<file path="src/rtl/serial_rx_pkg.sv">
package serial_rx_pkg;

  localparam logic [2:0] FMT_8N = 3'b001;
  localparam logic [2:0] FMT_7P = 3'b011;
  localparam logic [2:0] FMT_8P = 3'b111;
  localparam logic [2:0] FMT_9B = 3'b100;
  localparam logic [2:0] FMT_8W = 3'b101;

  localparam logic [1:0] STP_HALF     = 2'b00;
  localparam logic [1:0] STP_ONE      = 2'b01;
  localparam logic [1:0] STP_ONE_HALF = 2'b10;
  localparam logic [1:0] STP_TWO      = 2'b11;

  localparam int MAX_BITS = 9;
  localparam int WORD_W   = 10;

  typedef enum logic [2:0] {
    RX_IDLE, RX_START, RX_BITS, RX_STOP, RX_GAP, RX_LOWWAIT
  } rx_state_e;

  // count of bit slots between start and first stop
  function automatic logic [3:0] bits_after_start(input logic [2:0] fmt);
    case (fmt)
      FMT_8P, FMT_9B, FMT_8W: return 4'd9;
      default:                return 4'd8;
    endcase
  endfunction

endpackage

</file>
<file path="src/rtl/rx_line_sync.sv">
module rx_line_sync #(
  parameter int STAGES = 2
) (
  input  logic clk,
  input  logic rst_n,
  input  logic pin,
  input  logic loop_src,
  input  logic loop_en,
  output logic line
);
  localparam int NST = (STAGES < 2) ? 2 : STAGES;

  logic             raw;
  logic [NST-1:0]   chain;

  assign raw  = loop_en ? loop_src : pin;
  assign line = chain[NST-1];

  always_ff @(posedge clk or negedge rst_n) begin
    if (!rst_n) chain <= '1;
    else        chain <= {chain[NST-2:0], raw};
  end

endmodule

</file>
<file path="src/rtl/rx_frame_fsm.sv">
module rx_frame_fsm
  import serial_rx_pkg::*;
#(
  parameter int OVERSAMPLE = 16
) (
  input  logic                clk,
  input  logic                rst_n,
  input  logic                tick,
  input  logic                enable,
  input  logic                line,
  input  logic [2:0]          fmt,
  input  logic [1:0]          stop_sel,
  output logic                push,
  output logic                fe,
  output logic [MAX_BITS-1:0] shreg
);
  localparam int HALF  = OVERSAMPLE / 2;
  localparam int QUART = OVERSAMPLE / 4;
  localparam int CW    = $clog2(OVERSAMPLE + 1);
  localparam int IW    = $clog2(MAX_BITS + 1);

  rx_state_e      st;
  logic [CW-1:0]  cnt;
  logic [CW-1:0]  last;
  logic [CW-1:0]  stop_pos;
  logic [CW-1:0]  gap_len;
  logic [IW-1:0]  idx;
  logic [IW-1:0]  nbits;
  logic           hit;

  assign nbits    = IW'(bits_after_start(fmt));
  assign stop_pos = (stop_sel == STP_HALF) ? CW'(HALF + QUART) : CW'(OVERSAMPLE);

  always_comb begin
    case (stop_sel)
      STP_ONE_HALF: gap_len = CW'(HALF);
      STP_TWO:      gap_len = CW'(OVERSAMPLE);
      default:      gap_len = '0;
    endcase
  end

  always_comb begin
    case (st)
      RX_START: last = CW'(HALF - 1);
      RX_BITS:  last = CW'(OVERSAMPLE - 1);
      RX_STOP:  last = stop_pos - 1'b1;
      RX_GAP:   last = gap_len - 1'b1;
      default:  last = '0;
    endcase
  end

  assign hit  = tick && (cnt == last);
  assign push = enable && (st == RX_STOP) && hit;
  assign fe   = !line;

  always_ff @(posedge clk or negedge rst_n) begin
    if (!rst_n) begin
      st    <= RX_IDLE;
      cnt   <= '0;
      idx   <= '0;
      shreg <= '0;
    end else if (!enable) begin
      st  <= RX_IDLE;
      cnt <= '0;
    end else begin
      case (st)
        RX_IDLE: begin
          if (tick && !line) begin
            st  <= RX_START;
            cnt <= '0;
          end
        end
        RX_START: begin
          if (hit) begin
            cnt <= '0;
            if (!line) begin
              st    <= RX_BITS;
              idx   <= '0;
              shreg <= '0;
            end else begin
              st <= RX_IDLE;
            end
          end else if (tick) begin
            cnt <= cnt + 1'b1;
          end
        end
        RX_BITS: begin
          if (hit) begin
            shreg[idx] <= line;
            cnt        <= '0;
            if (idx == nbits - 1'b1) st <= RX_STOP;
            else                     idx <= idx + 1'b1;
          end else if (tick) begin
            cnt <= cnt + 1'b1;
          end
        end
        RX_STOP: begin
          if (hit) begin
            cnt <= '0;
            if (!line)              st <= RX_LOWWAIT;
            else if (gap_len == '0) st <= RX_IDLE;
            else                    st <= RX_GAP;
          end else if (tick) begin
            cnt <= cnt + 1'b1;
          end
        end
        RX_GAP: begin
          if (hit) begin
            cnt <= '0;
            st  <= RX_IDLE;
          end else if (tick) begin
            cnt <= cnt + 1'b1;
          end
        end
        RX_LOWWAIT: begin
          if (line) st <= RX_IDLE;
        end
        default: st <= RX_IDLE;
      endcase
    end
  end

  // bit sampling only begins after a start level confirmed low
  p_start_mid_r5: assert property (@(posedge clk) disable iff (!rst_n)
    (st == RX_BITS && $past(st) == RX_START) |-> !$past(line));

  // after a framing error, no new hunt while the line stays low
  p_fe_hunt_r6: assert property (@(posedge clk) disable iff (!rst_n)
    (push && fe) |=> (st == RX_LOWWAIT || !enable || $past(line) == 1'b0 && line));

endmodule

</file>
<file path="src/rtl/rx_word_pack.sv">
module rx_word_pack
  import serial_rx_pkg::*;
(
  input  logic [2:0]          fmt,
  input  logic                par_odd,
  input  logic [MAX_BITS-1:0] shreg,
  input  logic                fe,
  output logic [WORD_W-1:0]   word
);
  always_comb begin
    word    = '0;
    word[9] = fe;
    case (fmt)
      FMT_7P: begin
        word[6:0] = shreg[6:0];
        word[8]   = (^shreg[7:0]) ^ par_odd;
      end
      FMT_8P: begin
        word[7:0] = shreg[7:0];
        word[8]   = (^shreg[8:0]) ^ par_odd;
      end
      FMT_9B, FMT_8W: begin
        word[7:0] = shreg[7:0];
        word[8]   = shreg[8];
      end
      default: word[7:0] = shreg[7:0];
    endcase
  end
endmodule

</file>
<file path="src/rtl/rx_out_stage.sv">
module rx_out_stage
  import serial_rx_pkg::*;
(
  input  logic              clk,
  input  logic              rst_n,
  input  logic              push,
  input  logic [WORD_W-1:0] word_in,
  input  logic              ready,
  output logic              valid,
  output logic [WORD_W-1:0] word
);
  logic take;
  assign take = push && (!valid || ready);

  always_ff @(posedge clk or negedge rst_n) begin
    if (!rst_n) begin
      valid <= 1'b0;
      word  <= '0;
    end else if (take) begin
      valid <= 1'b1;
      word  <= word_in;
    end else if (ready) begin
      valid <= 1'b0;
    end
  end

  // a held word neither vanishes nor changes under back-pressure
  p_hold_r10: assert property (@(posedge clk) disable iff (!rst_n)
    (valid && !ready) |=> (valid && $stable(word)));

endmodule

</file>
<file path="src/rtl/serial_rx_tagger.sv">
module serial_rx_tagger
  import serial_rx_pkg::*;
#(
  parameter int OVERSAMPLE  = 16,
  parameter int SYNC_STAGES = 2
) (
  input  logic        clk,
  input  logic        rst_n,
  input  logic        tick16,
  input  logic        rx_en,
  input  logic        loop_en,
  input  logic [2:0]  fmt_sel,
  input  logic [1:0]  stop_sel,
  input  logic        par_odd,
  input  logic        rx_pin,
  input  logic        tx_loop,
  output logic        out_valid,
  input  logic        out_ready,
  output logic [9:0]  out_word
);
  logic                line;
  logic                push;
  logic                fe;
  logic [MAX_BITS-1:0] shreg;
  logic [WORD_W-1:0]   packed_word;

  rx_line_sync #(.STAGES(SYNC_STAGES)) u_sync (
    .clk(clk), .rst_n(rst_n), .pin(rx_pin), .loop_src(tx_loop),
    .loop_en(loop_en), .line(line)
  );

  rx_frame_fsm #(.OVERSAMPLE(OVERSAMPLE)) u_fsm (
    .clk(clk), .rst_n(rst_n), .tick(tick16), .enable(rx_en), .line(line),
    .fmt(fmt_sel), .stop_sel(stop_sel), .push(push), .fe(fe), .shreg(shreg)
  );

  rx_word_pack u_pack (
    .fmt(fmt_sel), .par_odd(par_odd), .shreg(shreg), .fe(fe), .word(packed_word)
  );

  rx_out_stage u_out (
    .clk(clk), .rst_n(rst_n), .push(push), .word_in(packed_word),
    .ready(out_ready), .valid(out_valid), .word(out_word)
  );

  // with reception off and nothing pending, nothing appears
  p_quiet_off_r8: assert property (@(posedge clk) disable iff (!rst_n)
    (!rx_en && !out_valid) |=> !out_valid);

  // seven-bit format never reports a set bit 7
  p_msb7_r2: assert property (@(posedge clk) disable iff (!rst_n)
    ($rose(out_valid) && fmt_sel == FMT_7P) |-> !out_word[7]);

  // plain eight-bit format leaves bit 8 clear
  p_plain_b8_r1: assert property (@(posedge clk) disable iff (!rst_n)
    ($rose(out_valid) && fmt_sel == FMT_8N) |-> !out_word[8]);

endmodule

</file>
<file path="config.mk">
export PLATFORM = sky130hd
export DESIGN_NAME = serial_rx_tagger
export DESIGN_NICKNAME = d
export VERILOG_FILES = /design/src/rtl/serial_rx_pkg.sv /design/src/rtl/rx_line_sync.sv /design/src/rtl/rx_frame_fsm.sv /design/src/rtl/rx_word_pack.sv /design/src/rtl/rx_out_stage.sv /design/src/rtl/serial_rx_tagger.sv
export SDC_FILE = /design/constraint.sdc
export NUM_CORES = 1
export LEC_CHECK = 0
export BUFFER_PORTS_ARGS = -buffer_cell sky130_fd_sc_hd__buf_2
export CORE_MARGIN = 2
export CORE_UTILIZATION = 50
export DETAILED_ROUTE_END_ITERATION = 8
export PLACE_DENSITY = 0.73
export SLEW_MARGIN = 10
export SYNTH_ARGS = -nofsm -noshare
export SYNTH_HDL_FRONTEND = slang
export SYNTH_HIERARCHICAL = 1
export SYNTH_SLANG_ARGS = --single-unit
</file>
<file path="constraint.sdc">
create_clock -name clk -period 3.2 [get_ports clk]
set_clock_uncertainty 0.05 [all_clocks]
set_input_delay 0.8 -clock clk [delete_from_list [all_inputs] [get_ports clk]]
set_output_delay 0.8 -clock clk [all_outputs]
set_load 0.02 [all_outputs]
</file>
### Word level (Yosys, flattened, before mapping)

Index checks and enable logic that the tools add are counted.

* input port bits: 14
* register bits: 34
* output and inout bits: 11

* bitwise gates (word level): 2
* add/sub/neg operators: 5
* order comparisons: 2
* equality and inequality tests: 26
* muxes and demuxes: 38
* reductions and logical operators: 23

Operators by type and width (count)
* 3-bit 2-to-1 mux: 10
* 9-bit 2-to-1 mux: 3
* 5-bit 2-to-1 mux: 5
* 3-bit by 2-bit != test with 1-bit output (second input constant): 7
* 5-bit one-hot mux with 2 select lines: 2
* 5-bit one-hot mux with 4 select lines: 1
* 3-bit one-hot mux with 6 select lines: 1
* 9-bit one-hot mux with 2 select lines: 1
* 4-bit 2-to-1 mux: 4
* 3-bit == test (second input constant): 5
* 5-bit by 1-bit subtractor with 5-bit output (second input constant): 2
* 9-bit bitwise mux: 1
* 3-bit by 2-bit == test with 1-bit output (second input constant): 3
* 9-bit parity: 1
* 4-bit one-hot mux with 2 select lines: 1
* 8-bit parity: 1
* 7-bit AND reduction: 1
* 1-bit logical AND: 6
* 1-bit 2-to-1 mux: 6
* 6-bit AND reduction: 1
* 5-bit by 1-bit adder with 5-bit output (second input constant): 1
* 5-bit == test: 1
* 5-bit zero test: 1
* 4-bit by 5-bit less-than comparator with 1-bit output (second input constant): 1
* other kinds (24): 30

### Logic depth before layout (Yosys ltp)

Gate-level depths: netlist (run 1).

* depth after elaboration: 9
* depth in mapped cells: 8

### Hierarchy

The synthesis (run 1) kept the hierarchy.

By module, submodules not included
* rx_frame_fsm: cells an instance 155, area an instance 1438.9 µm², instances 1, seq. area each 525.5 µm²
* rx_out_stage: cells an instance 24, area an instance 420.4 µm², instances 1, seq. area each 275.3 µm²
* rx_word_pack: cells an instance 22, area an instance 195.2 µm², instances 1, seq. area each 0.0 µm²
* rx_line_sync: cells an instance 3, area an instance 67.6 µm², instances 1, seq. area each 52.6 µm²

### Least setup slack after synthesis (run 1)

Ideal clock, no wire load.

* kind: input-to-reg
* start: input stop_sel[1]
* end: register u_out.word[0]
* data arrival time: 2.402 ns
* buffers on the path: 0
* stages: 7
* path slack: 0.624 ns
* path through: nor4b_2 > xnor2_2 > nand4b_4 > or3_1 > nor2_1 > nand2_4 > mux2_2

* longest elaborated chain between the ends: 8
* elaborated cells on any way between the ends: 12
* classes of those cells: 2 x add/sub; 3 x eq/ne; 3 x mux; 4 x reduce/logical

RTL lines
* start: declaration: RTL line serial_rx_tagger.sv:13 `input logic [1:0] stop_sel,`
* 2-bit == test / 2-bit zero test (equally long branches): RTL line rx_frame_fsm.sv:35, rx_frame_fsm.sv:32
* 5-bit one-hot mux with 2 select lines / 5-bit 2-to-1 mux (equally long branches): RTL line rx_frame_fsm.sv:35, rx_frame_fsm.sv:32
* 5-bit by 1-bit subtractor with 5-bit output (on tied branches): RTL line rx_frame_fsm.sv:47, rx_frame_fsm.sv:46
* 5-bit one-hot mux with 4 select lines (*): RTL line rx_frame_fsm.sv:43 `case (st)`
* 5-bit == test (*): RTL line rx_frame_fsm.sv:52 `assign hit = tick && (cnt == last);`
* 1-bit logical AND (*): RTL line rx_frame_fsm.sv:52
* 1-bit logical AND (*): RTL line rx_frame_fsm.sv:53 `assign push = enable && (st == RX_STOP) && hit;`
* named net push: RTL line serial_rx_tagger.sv:22 `logic push;`
* 1-bit logical AND (*): RTL line rx_out_stage.sv:13 `assign take = push && (!valid || ready);`
* end signal: assignment: RTL line rx_out_stage.sv:21 `word <= word_in;`
* end: declaration: RTL line rx_out_stage.sv:10 `output logic [WORD_W-1:0] word`

Mark *: on every way through the listed nets, which the timed path passes. The rest lies on a longest branch.
A chain may end at the register's enable or synchronous reset.

### Worst setup path after layout (run 1)

* start: register u_fsm.st[2]
* end: register u_out.word[4]

* longest elaborated chain between the ends: 6
* elaborated cells on any way between the ends: 10
* classes of those cells: 5 x eq/ne; 1 x mux; 4 x reduce/logical

RTL lines
* start: declaration: RTL line rx_frame_fsm.sv:22 `rx_state_e st;`
* start signal: assignment: RTL line rx_frame_fsm.sv:58 `st <= RX_IDLE;`
* start signal: assignment: RTL line rx_frame_fsm.sv:63 `st <= RX_IDLE;`
* start signal: assignment: RTL line rx_frame_fsm.sv:69 `st <= RX_START;`
* 3-bit == test, or another cell as far along: RTL line rx_frame_fsm.sv:43
* 5-bit one-hot mux with 4 select lines: RTL line rx_frame_fsm.sv:43
* 5-bit == test: RTL line rx_frame_fsm.sv:52
* 1-bit logical AND: RTL line rx_frame_fsm.sv:52
* 1-bit logical AND (*): RTL line rx_frame_fsm.sv:53
* named net push: RTL line serial_rx_tagger.sv:22
* 1-bit logical AND (*): RTL line rx_out_stage.sv:13

Marks and branches as above.

==> results of run 1 <==
## power breakdown
| part | internal, µW | switching (µW) | total, µW |
|---|---|---|---|
| Clock | 332 | 155 | 488 |
| Sequential | 466 | 75.3 | 542 |
| Combinational | 184 | 215 | 399 |
## metal layers
metal	track usage	wire length, µm
met5	0	0
met4	0.0828	80
met3	0.0395	138
met2	0.282	1890
met1	0.220	1720
## cells by family after synthesis
family,Yosys count
xor gates and xnor gates,9
DFF,34
adders and majority gates,5
muxes,15
and+or+nand+nor,57
AOI/OAI and AO/OA,61
buffers and inverters,23
## critical path, cell delays in order (launching register included)
cell	delay (ns)
dfrtp_1	0.62
nor4b_2	0.37
xnor2_2	0.18
nand4b_4	0.13
or3_1	0.45
nor2_1	0.24
nand2_4	0.16
mux2_2	0.31
## cell type report
type                            count  share of cell area
Sequential cell                    34               0.364
Clock buffer                        6              0.0352
Tap cell                           50              0.0267
Multi-Input combinational cell    147               0.478
Timing Repair Buffer               27              0.0608
Clock inverter                      2              0.0256
Inverter                            6             0.00961
## placed cells by master (no fill, tap or decap), types with 4 or more instances in the layout
cell type,n
a21oi_1,13
inv_1,6
xnor2_1,4
o21ai_0,11
o21ai_1,11
o31ai_1,4
ha_1,5
nand3_1,5
nor3_1,4
buf_2,24
nand2_1,14
dfrtp_1,32
nand2b_1,6
nor2_1,5
clkbuf_8,6
mux2_2,13
## path summary, 6_finish.rpt
check                                       endpoint                       from  slack, ns  depth (start not counted)
max                        u_out/word[4]$_DFFE_PN0P_    u_fsm/st[2]$_DFFE_PN0P_       0.56                          7
min                        u_sync/chain[1]$_DFF_PN1_  u_sync/chain[0]$_DFF_PN1_       0.31                          0
max reg2reg                u_out/word[4]$_DFFE_PN0P_    u_fsm/st[2]$_DFFE_PN0P_       0.56                          7
min reg2reg                u_sync/chain[1]$_DFF_PN1_  u_sync/chain[0]$_DFF_PN1_       0.31                          0
max in group asynchronous   u_fsm/idx[2]$_DFFE_PN0P_                      rst_n       2.09                          1
min in group asynchronous  u_out/word[3]$_DFFE_PN0P_                      rst_n       0.52                          1
## per-stage QoR
step | util | instance area, µm² | setup slack, ns
global placement | 0.547 | 2200 | 0.377
global route | 0.582 | 2340 | 0.395
finish | 0.582 | 2340 | 0.565
floorplan | - | 2120 | 0.624
CTS | 0.582 | 2340 | 0.528
detailed placement | 0.547 | 2200 | 0.292
## sequential cells by signal (all words and copies together) (netlist names)
name          flops
u_fsm/st          3
u_fsm/shreg       9
u_out/valid       1
u_sync/chain      2
u_fsm/cnt         5
u_out/word       10
u_fsm/idx         4
==> impl_metrics.toml, run 1 <==
[floorplan]
ioPinCount = 25
start_util = 0.527
fp.dieW_um = 69.1
fp-row-count = 23
core_um2 = 4030
die_h_um = 69.1
dieArea_um2 = 4780

[placement]
globalplace.congestion = 0.867
place_inst = 264
hpwl_um = 2770
port_buffers = 24

[critical_path]
cp.arrival_ns = 2.76
crit_required_ns = 3.32
worstSetupPathType = "register to register"
worst_setup_path_end_kind = "register"
cp_max_fo = 12
crit_path_start_kind = "register"

[cts]
root_buffer = "clkbuf_8"
clock_path_buffers = 2
clock-sinks = 34
cts_buffers = 5
cts_resized = 0
h-tree-depth = 2
post_cts_buffers = 0
ctsHoldBuffers = 0
cts.reportedPaths.clkPinSlew_ns = 0.07
clk_latency_ns = 0.29
cts_tree = "done"

[yosys]
synth_compound_area_frac = 0.190
muxShareOfSynthArea = 0.0808
async_reset_ff_frac = 1.00
synth_xor_area_frac = 0.0537
synth_cells = 204
synth_edf_count = 0
yosys_register_bits = 34
ys_warn_count = 6
yosysSeqAreaShare = 0.402
synth_top_cell_area_share = 0.377
synth_area_um2 = 2120
synthFlopType = "dfrtp_1"
yosysUniqueCellTypes = 57
netlist_top_cells_count = "32 x dfrtp_1, 14 x nand2_1, 13 x a21oi_1, 13 x mux2_2"
synth_most_common_cell = "dfrtp_1"
synthAdderAreaFrac = 0.0295
avgSynthCellArea_um2 = 10.4
synthSimpleGateAreaFrac = 0.175
synth_nets = 223
synth_top_family_by_area = "compound AO/OA/AOI/OAI gates"
synth_top_area_cell = "dfrtp_1"
yosys-top-cells-area = "dfrtp_1 38%, mux2_2 6.9%, a21oi_1 3.1%"

[timing]
drv_slew = 0
worst_pin_slew_ns = 0.748
min_period_over_period = 0.824
fin_tns_setup_ns = 0
fin_crit_ns = 2.64
rsz0062_at_grt = "false"
relSlewSlack = 0.502
max_freq_mhz = 379
setup_viol = 0
holdWs_ns = 0.305
hold_viol = 0

[routing]
initialDrtViolationCount = 88
wirelength_um = 3830
wire_per_inst_um = 14.1
final_antenna_net_count = 0
dr.pass1.iters = 4
vias = 1543
vias_per_cell = 5.67
drcViolationCount = 0

[power_and_ir_drop]
power_density_nw_per_um2 = 609
leakage_uw = 0.00109
totalPowerFinal_uw = 1430
ir_drop_uv = 292

[global_routing]
grt_overflow = 0
antenna_found_initial = 0
grt_pass1_wl_um = 6670
grt_start_max_net_pins = 35
grt_usage = 0.174
grt_pass1_vias = 1473

[layout]
drive_above_1_share = 0.275
final_cells = 272
seq_area_um2 = 853
diodes = 0
n_fill_cell = 362
nets = 240
area_growth_pct = 10.5
multi_input_area_um2 = 1120

[job]
maxCapViolCount = 0

[hold_path]
hold_class = "register to register"

[status]
status = "finished, final reports clean"
Note: power is estimated with default switching activity, not from simulation.
==> run 2: changes to the inputs <==
--- a/config.mk
+++ b/config.mk
@@ -9,7 +9,7 @@
 export CORE_MARGIN = 2
 export CORE_UTILIZATION = 50
 export DETAILED_ROUTE_END_ITERATION = 8
-export PLACE_DENSITY = 0.73
+export PLACE_DENSITY = 0.76
 export SLEW_MARGIN = 10
 export SYNTH_ARGS = -nofsm -noshare
 export SYNTH_HDL_FRONTEND = slang
==> constraint.sdc (replaced) <==
create_clock -name clk -period 2.35 [get_ports clk]
set_clock_uncertainty 0.05 [all_clocks]
set_input_delay 0.5875 -clock clk [delete_from_list [all_inputs] [get_ports clk]]
set_output_delay 0.5875 -clock clk [all_outputs]
set_load 0.02 [all_outputs]
==> run 2 against run 1 <==
Cell count up 5.1%. Non-clock buffer count grew 15. Hold slack better by 0.00054 ns. Via count increased by 2.8%. First-iteration DRC count stayed put. Clock power rose by 12%. Critical endpoint is now u_fsm/shreg[8]$_DFFE_PN0P_.
==> impl_metrics.toml, run 2 (same netlist as run 1, synthesis figures left out) <==
[critical_path]
cpMaxStageDelayCell = "or4b_4"
cpPeakStageDelay_ns = 0.51
reg2regPathDepth = 7
cp_max_fo = 10
r2r_slack_ns = 0.03
crit_end = "u_fsm/shreg[8]$_DFFE_PN0P_"
crit_path_start_kind = "register"
rr_startpoint = "u_fsm/st[1]$_DFFE_PN0P_"
crit_family = "compound AO/OA/AOI/OAI gates"
crit_chain = "o21a_4, a311oi_2, xor2_1, or4b_4, buf_6, o21bai_1, a32o_1"
critPathLaunch = "u_fsm/st[1]$_DFFE_PN0P_"
worstSetupPathType = "register to register"
cp.buffers_inverters = 1
cp.arrival_ns = 2.44
crit_required_ns = 2.47
path_depth = 7
worst_setup_path_end_kind = "register"
crit-reg2reg-capture = "u_fsm/shreg[8]$_DFFE_PN0P_"

[hold_path]
hold_class = "register to register"
holdCritStartpoint = "u_sync/chain[0]$_DFF_PN1_"
worstHoldPathCells = 0

[power_and_ir_drop]
totalPowerFinal_uw = 2070
power_density_nw_per_um2 = 830
ir_drop_uv = 583
leakage_uw = 0.00117

[placement]
port_buffers = 24
globalplace.congestion = 0.822
placed_area_um2 = 2300
place_ws_ns = -0.229
hpwl_um = 2930

[floorplan]
fp-row-count = 23
die_h_um = 69.1
fp.dieW_um = 69.1
ioPinCount = 25
core_um2 = 4030
dieArea_um2 = 4780
start_util = 0.527

[routing]
wire_per_inst_um = 14.9
drcViolationCount = 0
dr.pass1.iters = 4
vias_per_cell = 5.55
initialDrtViolationCount = 88
wirelength_um = 4270
final_antenna_net_count = 0
vias = 1586

[timing]
holdWs_ns = 0.306
fin_ws_ns = 0.0309
max_freq_mhz = 431
hold_viol = 0
worst_pin_slew_ns = 0.757
relSlewSlack = 0.495
rsz0062_at_grt = "true"
fin_tns_setup_ns = 0
fin_crit_ns = 2.32
min_period_over_period = 0.987
setup_viol = 0
drv_slew = 0

[global_routing]
grt_pass1_wl_um = 7130
grt_start_max_net_pins = 35
grt_usage = 0.185
antenna_found_initial = 0
grt_overflow = 0
grt_pass1_vias = 1479

[cts]
cts_buffers = 5
clk_latency_ns = 0.28
root_buffer = "clkbuf_8"
clock-sinks = 34
clock_path_buffers = 2
ctsHoldBuffers = 0
cts.reportedPaths.clkPinSlew_ns = 0.07
h-tree-depth = 2
cts_tree = "done"

[status]
status = "finished, final reports clean"

[layout]
area_growth_pct = 17.3
nets = 255
layout_commonest_cell = "dfrtp_1"
mostFrequentLayoutCells = "30 x dfrtp_1, 24 x buf_2, 17 x buf_4"
largest_reg_flops = 10
design_area_um2 = 2490
drive_above_1_share = 0.360
top_register = "u_out/word"
diodes = 0
n_fill_cell = 345
reg.largest.list = "u_out/word: 10 flops, u_fsm/shreg: 9 flops, u_fsm/cnt: 5 flops"

[job]
maxCapViolCount = 0
-- run 2: what timing repair did --
action / in CTS / in global routing
resized for setup: 6 / 6
setup endpoints to repair: 20 / 23
buffers inserted: 1 / 2
pin swaps: 1 / 2
-- run 2: worst min path at each step --
stage	to	slack, ns
after floorplan	u_fsm/cnt[0]$_DFFE_PN0P_	0.24
after global placement	u_sync/chain[1]$_DFF_PN1_	0.30
after detailed placement	u_sync/chain[1]$_DFF_PN1_	0.30
after CTS	u_sync/chain[1]$_DFF_PN1_	0.31
after global routing	u_sync/chain[1]$_DFF_PN1_	0.31
final	u_sync/chain[1]$_DFF_PN1_	0.31
-- run 2: through the flow --
stage                     cells  utilization
after floorplan             204            -
after global placement      276        0.572
after detailed placement    276        0.572
after CTS                   284        0.608
after global routing        286        0.618
final                       286        0.618
-- run 2: cell type report --
cell class / count / area (µm²) / share of cell area
Multi-Input combinational cell: 147 / 1180 / 0.473
Timing Repair Buffer: 42 / 259 / 0.104
Tap cell: 50 / 62.6 / 0.0251
Clock inverter: 1 / 30.0 / 0.0121
Clock buffer: 6 / 82.6 / 0.0332
Inverter: 6 / 22.5 / 0.00905
Sequential cell: 34 / 856 / 0.344
-- run 2: metal layers --
layer | track usage | share of wire | up-vias
met3 | 0.0439 | 0.030 | 6
met5 | 0 | 0 | -
met1 | 0.238 | 0.46 | 759
met4 | 0.0675 | 0.014 | 0
li1 | - | - | 795
met2 | 0.302 | 0.49 | 26
-- run 2: power breakdown --
part | switching (µW) | internal [µW]
Combinational | 388 | 402
Sequential | 91.9 | 639
Clock | 206 | 339
